<file path="src/rtl/irq_pin_combiner.sv">
`timescale 1ns/1ps
module irq_pin_combiner #(
  parameter int DEV_SRC      = 8,
  parameter int PULSE_CYCLES = 4
) (
  input  logic               clk,
  input  logic               rst_n,
  input  logic               host_set,
  input  logic               host_clr,
  input  logic               host_en,
  input  logic [DEV_SRC-1:0] dev_set,
  input  logic [DEV_SRC-1:0] dev_clr,
  input  logic [DEV_SRC-1:0] dev_ie,
  input  logic               dev_glb_en,
  input  logic               route_merge,
  input  logic               host_pol,
  input  logic               host_edge,
  input  logic               dev_pol,
  input  logic               dev_edge,
  input  logic [1:0]         pend_clr,
  output logic [DEV_SRC-1:0] dev_stat,
  output logic               host_stat,
  output logic [1:0]         pend,
  output logic               pin_a,
  output logic               pin_b
);
  localparam int CW = $clog2(PULSE_CYCLES + 1);
  localparam logic [CW-1:0] PW = CW'(PULSE_CYCLES);

  logic host_req, dev_req, host_evt, dev_evt;
  logic [1:0] req, evt, edg, pol, act, lvl_q;
  logic [CW-1:0] cnt [2];
  logic alive_q;

  assign host_req = host_stat & host_en;
  assign dev_req  = dev_glb_en & |(dev_stat & dev_ie);
  assign host_evt = host_set & host_en;
  assign dev_evt  = dev_glb_en & |(dev_set & dev_ie);

  assign req = route_merge ? {1'b0, host_req | dev_req} : {dev_req, host_req};
  assign evt = route_merge ? {1'b0, host_evt | dev_evt} : {dev_evt, host_evt};
  assign edg = {dev_edge, host_edge};
  assign pol = {dev_pol, host_pol};

  always_ff @(posedge clk or negedge rst_n) begin
    if (!rst_n) begin
      host_stat <= 1'b0;
      dev_stat  <= '0;
      pend      <= '0;
      alive_q   <= 1'b0;
    end else begin
      host_stat <= (host_stat & ~host_clr) | host_set;
      dev_stat  <= (dev_stat & ~dev_clr) | dev_set;
      pend      <= (pend & ~pend_clr) | {dev_evt, host_evt};
      alive_q   <= 1'b1;
    end
  end

  for (genvar k = 0; k < 2; k++) begin : g_chan
    always_ff @(posedge clk or negedge rst_n) begin
      if (!rst_n) begin
        cnt[k]   <= '0;
        lvl_q[k] <= 1'b0;
      end else begin
        lvl_q[k] <= req[k];
        if (evt[k])           cnt[k] <= PW;
        else if (cnt[k] != 0) cnt[k] <= cnt[k] - CW'(1);
      end
    end
    assign act[k] = edg[k] ? (cnt[k] != '0) : lvl_q[k];
  end

  assign pin_a = act[0] ? pol[0] : ~pol[0];
  assign pin_b = (act[1] && !route_merge) ? pol[1] : ~pol[1];

  logic [4:0] cfg;
  assign cfg = {route_merge, host_pol, host_edge, dev_pol, dev_edge};

  AST_STATUS_W1C: assert property (@(posedge clk) disable iff (!rst_n)
    |(dev_stat & dev_clr & ~dev_set) |=> ((dev_stat & $past(dev_clr & ~dev_set)) == '0));

  AST_PEND_STICKY: assert property (@(posedge clk) disable iff (!rst_n)
    (pend[1] && !pend_clr[1]) |=> pend[1]);

  AST_LEVEL_HOLD: assert property (@(posedge clk) disable iff (!rst_n)
    (alive_q && $past(host_req && !host_edge && !route_merge) && $stable(cfg))
      |-> (pin_a == host_pol));

  AST_PULSE_START: assert property (@(posedge clk) disable iff (!rst_n)
    (alive_q && $past(host_evt && host_edge && !route_merge) && $stable(cfg))
      |-> (pin_a == host_pol));

  AST_DEV_GATED: assert property (@(posedge clk) disable iff (!rst_n)
    (alive_q && !route_merge && !dev_edge && $past(!dev_glb_en) && $stable(cfg))
      |-> (pin_b == !dev_pol));
endmodule

</file>
<file path="config.mk">
export PLATFORM = sky130hd
export DESIGN_NAME = irq_pin_combiner
export DESIGN_NICKNAME = d
export VERILOG_FILES = /design/src/rtl/irq_pin_combiner.sv
export SDC_FILE = /design/constraint.sdc
export NUM_CORES = 1
export LEC_CHECK = 0
export BUFFER_PORTS_ARGS = -buffer_cell sky130_fd_sc_hd__buf_2
export CORE_MARGIN = 3
export CORE_UTILIZATION = 39
export DETAILED_ROUTE_END_ITERATION = 7
export HOLD_SLACK_MARGIN = 0.05
export PLACE_DENSITY = 0.73
export SLEW_MARGIN = 10
export SYNTH_ARGS = -nofsm -noshare
export SYNTH_HDL_FRONTEND = slang
export SYNTH_SLANG_ARGS = --single-unit
</file>
<file path="constraint.sdc">
create_clock -name clk -period 1.6 [get_ports clk]
set_input_delay 0.48 -clock clk [delete_from_list [all_inputs] [get_ports clk]]
set_output_delay 0.48 -clock clk [all_outputs]
set_load 0.02 [all_outputs]
</file>
==> results.rst <==
.. list-table::
   :header-rows: 1

   * - Metric
     - Value
   * - Area added between synthesis and finish
     - 52.0%
   * - Fmax
     - 0.499 GHz
   * - Post-synth top area cell
     - sky130_fd_sc_hd__dfrtp_1
   * - Number of levels in the clock H-tree
     - 1
   * - Setup repair after global routing missed its margin
     - yes
   * - Met3 usage in global routing
     - ~2.7%
   * - Chip height
     - 54.9 microns
   * - Crit path max fanout
     - 2
   * - Core region area
     - 2230 sq um
   * - Clock tree root driver cell
     - sky130_fd_sc_hd__clkbuf_4
   * - Clock sink total
     - 19
   * - Net Count, Synth
     - roughly 130
   * - Vias
     - between 800 and 900
   * - Initial antenna violation count
     - 0
   * - Sum of negative setup slack
     - -708 ps
   * - Buffers & Inverters on Critical Path
     - 2
   * - Post-DR wirelength/cell
     - ~12 microns
   * - Minimum setup slack after placement
     - -131 ps
   * - First-pass GRT wire length
     - 3310 microns
   * - Vias/cell
     - 4.79
   * - Via count of the first global-routing pass
     - around 850
   * - Endpoint arrival time on the critical path
     - 1520 ps
   * - Gate power share
     - 50.5%
   * - Cells after synthesis
     - 92
   * - Post-layout power
     - 1.77 mW
   * - Library cell contributing the largest single delay on the critical path
     - sky130_fd_sc_hd__dfrtp_1
   * - Number of warnings issued by yosys
     - 0
   * - Proportion of netlist area held by the largest area contributor
     - 50.9%
   * - Critical path class
     - flip-flop to output port
   * - Fin worst setup slack
     - -403 ps
   * - Shortest period the worst path allows
     - 2000 ps
   * - Worst ir drop on vdd
     - 0.627 mV
   * - Routed WL
     - approximately 2100 microns
   * - Critical path launch point type
     - flip-flop
   * - Pin count of the biggest net entering global routing
     - 20
   * - CTS tree
     - built
   * - Synth unique cells
     - 20
   * - Worst path top cell family by delay
     - flip-flops
   * - Setup Viol. Count Final
     - 2
   * - Post-synthesis area per instance
     - 10.1 sq um
   * - Initial Utilization
     - 41.8%
   * - Post-CTS clock slew at the launch and capture registers of the worst setup and hold paths
     - 100 ps
   * - Actual slew at the worst max-slew pin
     - 405 ps
   * - Number of buffers created by CTS
     - 3
   * - Busiest layer in global routing
     - met2
   * - Tightest Hold Check Type
     - input pin to asynchronous set/reset pin
   * - Static Leak
     - 0.767 nW
   * - Fin crit share
     - 125%
   * - Hold-fix buffers, CTS
     - 0
   * - Maximum count of clock buffers along a single path
     - 2
   * - Standard-cell rows
     - 17
   * - Total routing resource utilization after global routing
     - 15.7%
   * - Overall overflow remaining after global route
     - 0
   * - Internal Dissipation
     - 1.19 mW
   * - Cells along the critical path
     - inv_2 -> ha_4 -> nor2b_4 -> a211oi_4 -> xnor2_2 -> buf_4
   * - Die Outline Area
     - 3020 sq um
   * - Slowest stage delay, CP
     - 380 ps
   * - Post-synthesis sequential element count
     - 19
   * - Violations in the final reports
     - negative setup slack
   * - Mapped Area
     - 933 sq um
   * - Fraction of final layout cells sized beyond drive strength 1
     - 48.4%
   * - X dimension of the die
     - 54.9 microns
   * - Final HPWL DP
     - 1690 microns
   * - Length in cells of the worst reg-to-reg path
     - 7
   * - Startpoint of the lowest-slack register-to-register path
     - cnt[4]
   * - Cell types with the largest area share after synthesis
     - sky130_fd_sc_hd__dfrtp_1, sky130_fd_sc_hd__a21o_1, sky130_fd_sc_hd__a22oi_1
   * - Violation count after the first detailed-route iteration
     - 3
   * - Worst relative slew slack
     - between 70 and 80%
   * - P_sw
     - 0.582 mW
   * - Hold Violations, Final
     - 0
   * - Total number of nets in the final design
     - 199
   * - Number of slew-limit violations in the final report
     - 0
   * - Met2 usage in global routing
     - roughly a quarter
   * - Number of port buffers
     - 49
   * - Count of TritonRoute iterations in the first routing pass
     - 4
   * - RR Endpoint
     - cnt[5]
   * - DRC violations left
     - 0
   * - Max-capacitance violation count
     - 0
   * - Fraction of the core area covered by cells at the end of the flow
     - 63.5%
   * - Insertion delay of the later-clocked pin in the worst-skew pair
     - 280 ps
   * - Clock Power Share
     - 12.8%
   * - Outcome
     - finished with violations
   * - Number of diodes
     - 0
   * - Global routing met1 resource utilization
     - around a fifth
   * - R2R setup slack
     - 240 ps
   * - Post-synthesis sequential area ratio
     - between 50% and 60%
   * - Number of antenna-violating nets in the routed design
     - 0
   * - Switching share of power
     - 32.9%
   * - Total power divided by cell area
     - 1250 nW/um^2
   * - Worst Skew
     - 2.97 ps
   * - Weighted congestion reported at the end of routability-driven placement
     - around 0.74
   * - Worst Setup End Kind
     - output port
   * - Critical path required time
     - 1120 ps
   * - Share of power burned in registers
     - 36.7%
   * - Number of I/O pins
     - 50
## power by group through the flow
stage	Combinational [mW]	Sequential, mW	Clock, mW
floorplan	0.445	0.669	0
global route	0.998	0.661	0.258
finish	0.895	0.649	0.226
global placement	0.723	0.648	0
detailed placement	0.752	0.651	0
CTS	0.883	0.648	0.241
## Yosys cell counts
cell,n
sky130_fd_sc_hd__a211oi_1,1
sky130_fd_sc_hd__a21o_1,9
sky130_fd_sc_hd__a22oi_1,8
sky130_fd_sc_hd__a32o_1,1
sky130_fd_sc_hd__and2_1,3
sky130_fd_sc_hd__dfrtp_1,19
sky130_fd_sc_hd__ha_1,4
sky130_fd_sc_hd__inv_1,15
sky130_fd_sc_hd__mux2i_1,3
sky130_fd_sc_hd__nand2_1,8
sky130_fd_sc_hd__nand2b_1,1
sky130_fd_sc_hd__nand4_1,1
sky130_fd_sc_hd__nor2_1,5
sky130_fd_sc_hd__nor2b_1,2
sky130_fd_sc_hd__o211a_1,1
sky130_fd_sc_hd__o211ai_1,1
sky130_fd_sc_hd__o21ai_0,5
sky130_fd_sc_hd__or2_1,1
sky130_fd_sc_hd__xnor2_1,3
sky130_fd_sc_hd__xor2_1,1
## worst register-to-register path: stages, from the launching register on
cell	delay, ps
sky130_fd_sc_hd__dfrtp_1	380
sky130_fd_sc_hd__inv_2	60
sky130_fd_sc_hd__buf_4	130
sky130_fd_sc_hd__buf_4	120
sky130_fd_sc_hd__ha_1	180
sky130_fd_sc_hd__mux2i_1	140
sky130_fd_sc_hd__nand2_1	60
sky130_fd_sc_hd__or2_1	200
## worst max path at each step
stage / from / end / slack, ps / cells after the start
2_1_floorplan: cnt[0] / pin_b / -30 / 5
3_3_place_gp: cnt[0] / pin_b / -100 / 6
3_5_place_dp: cnt[0] / pin_b / -130 / 6
4_1_cts: cnt[1] / pin_b / -440 / 6
5_1_grt: cnt[1] / pin_b / -500 / 6
6_report: cnt[1] / pin_b / -400 / 6
## repair_timing
item | CTS | global route
resized for setup | 7 | 2
endpoints found under the setup margin | 2 | 2
pin swaps | 3 | 1
buffers inserted | 4 | 0
## metrics by stage
stage          cell area, sq um  std cells  hold WS, ps
6_report                   1420        185          107
5_1_grt                    1420        185          132
4_1_cts                    1410        185          114
3_5_place_dp               1330        177          437
3_3_place_gp               1330        177          434
2_1_floorplan               986         92          184
## layout by cell type (no fill, tap or decap), types with 2 or more instances in the layout
master                     netlist  final
sky130_fd_sc_hd__and2_1          3      3
sky130_fd_sc_hd__xnor2_1         3      2
sky130_fd_sc_hd__inv_1          15     11
sky130_fd_sc_hd__clkbuf_4        0      3
sky130_fd_sc_hd__nor2_1          5      5
sky130_fd_sc_hd__mux2i_1         3      2
sky130_fd_sc_hd__ha_1            4      2
sky130_fd_sc_hd__dfrtp_1        19     19
sky130_fd_sc_hd__o21ai_0         5      5
sky130_fd_sc_hd__ha_4            0      2
sky130_fd_sc_hd__a21o_1          9      9
sky130_fd_sc_hd__a22oi_1         8      8
sky130_fd_sc_hd__buf_2           0     47
sky130_fd_sc_hd__buf_4           0     13
sky130_fd_sc_hd__nand2_1         8      8
sky130_fd_sc_hd__inv_2           0      4
## logic make-up (layout without fill, tap and decap cells)
logic type	count (synthesis)	in the layout	share of synthesized area [%]
flops	19	19	50.9
xor+xnor	4	4	3.75
buf+inv	15	80	6.03
fa+ha+maj	4	4	5.36
compound gates	26	26	20.1
mux	3	3	3.22
simple gates	21	21	10.6
## flip-flops by register name, summed over array words and instances, names as in the netlist
signal	count
dev_stat	8
pend	2
lvl_q	2
host_stat	1
cnt	6
## metal layers
| metal | part of all wire, % | up-vias |
|---|---|---|
| met1 | 40 | 404 |
| met4 | 0.70 | 0 |
| met2 | 50 | 39 |
| met3 | 9.1 | 2 |
| li1 | - | 441 |
| met5 | 0 | - |
## final cells by class
type / instances / area (sq um)
multi-input cells: 58 / 482
well taps: 28 / 35.0
clock buffers: 4 / 26.3
flip-flops and latches: 19 / 475
repair buffers: 61 / 344
fillers: 202 / 815
inverters: 15 / 56.3
Power figures use the tool's default switching activity.
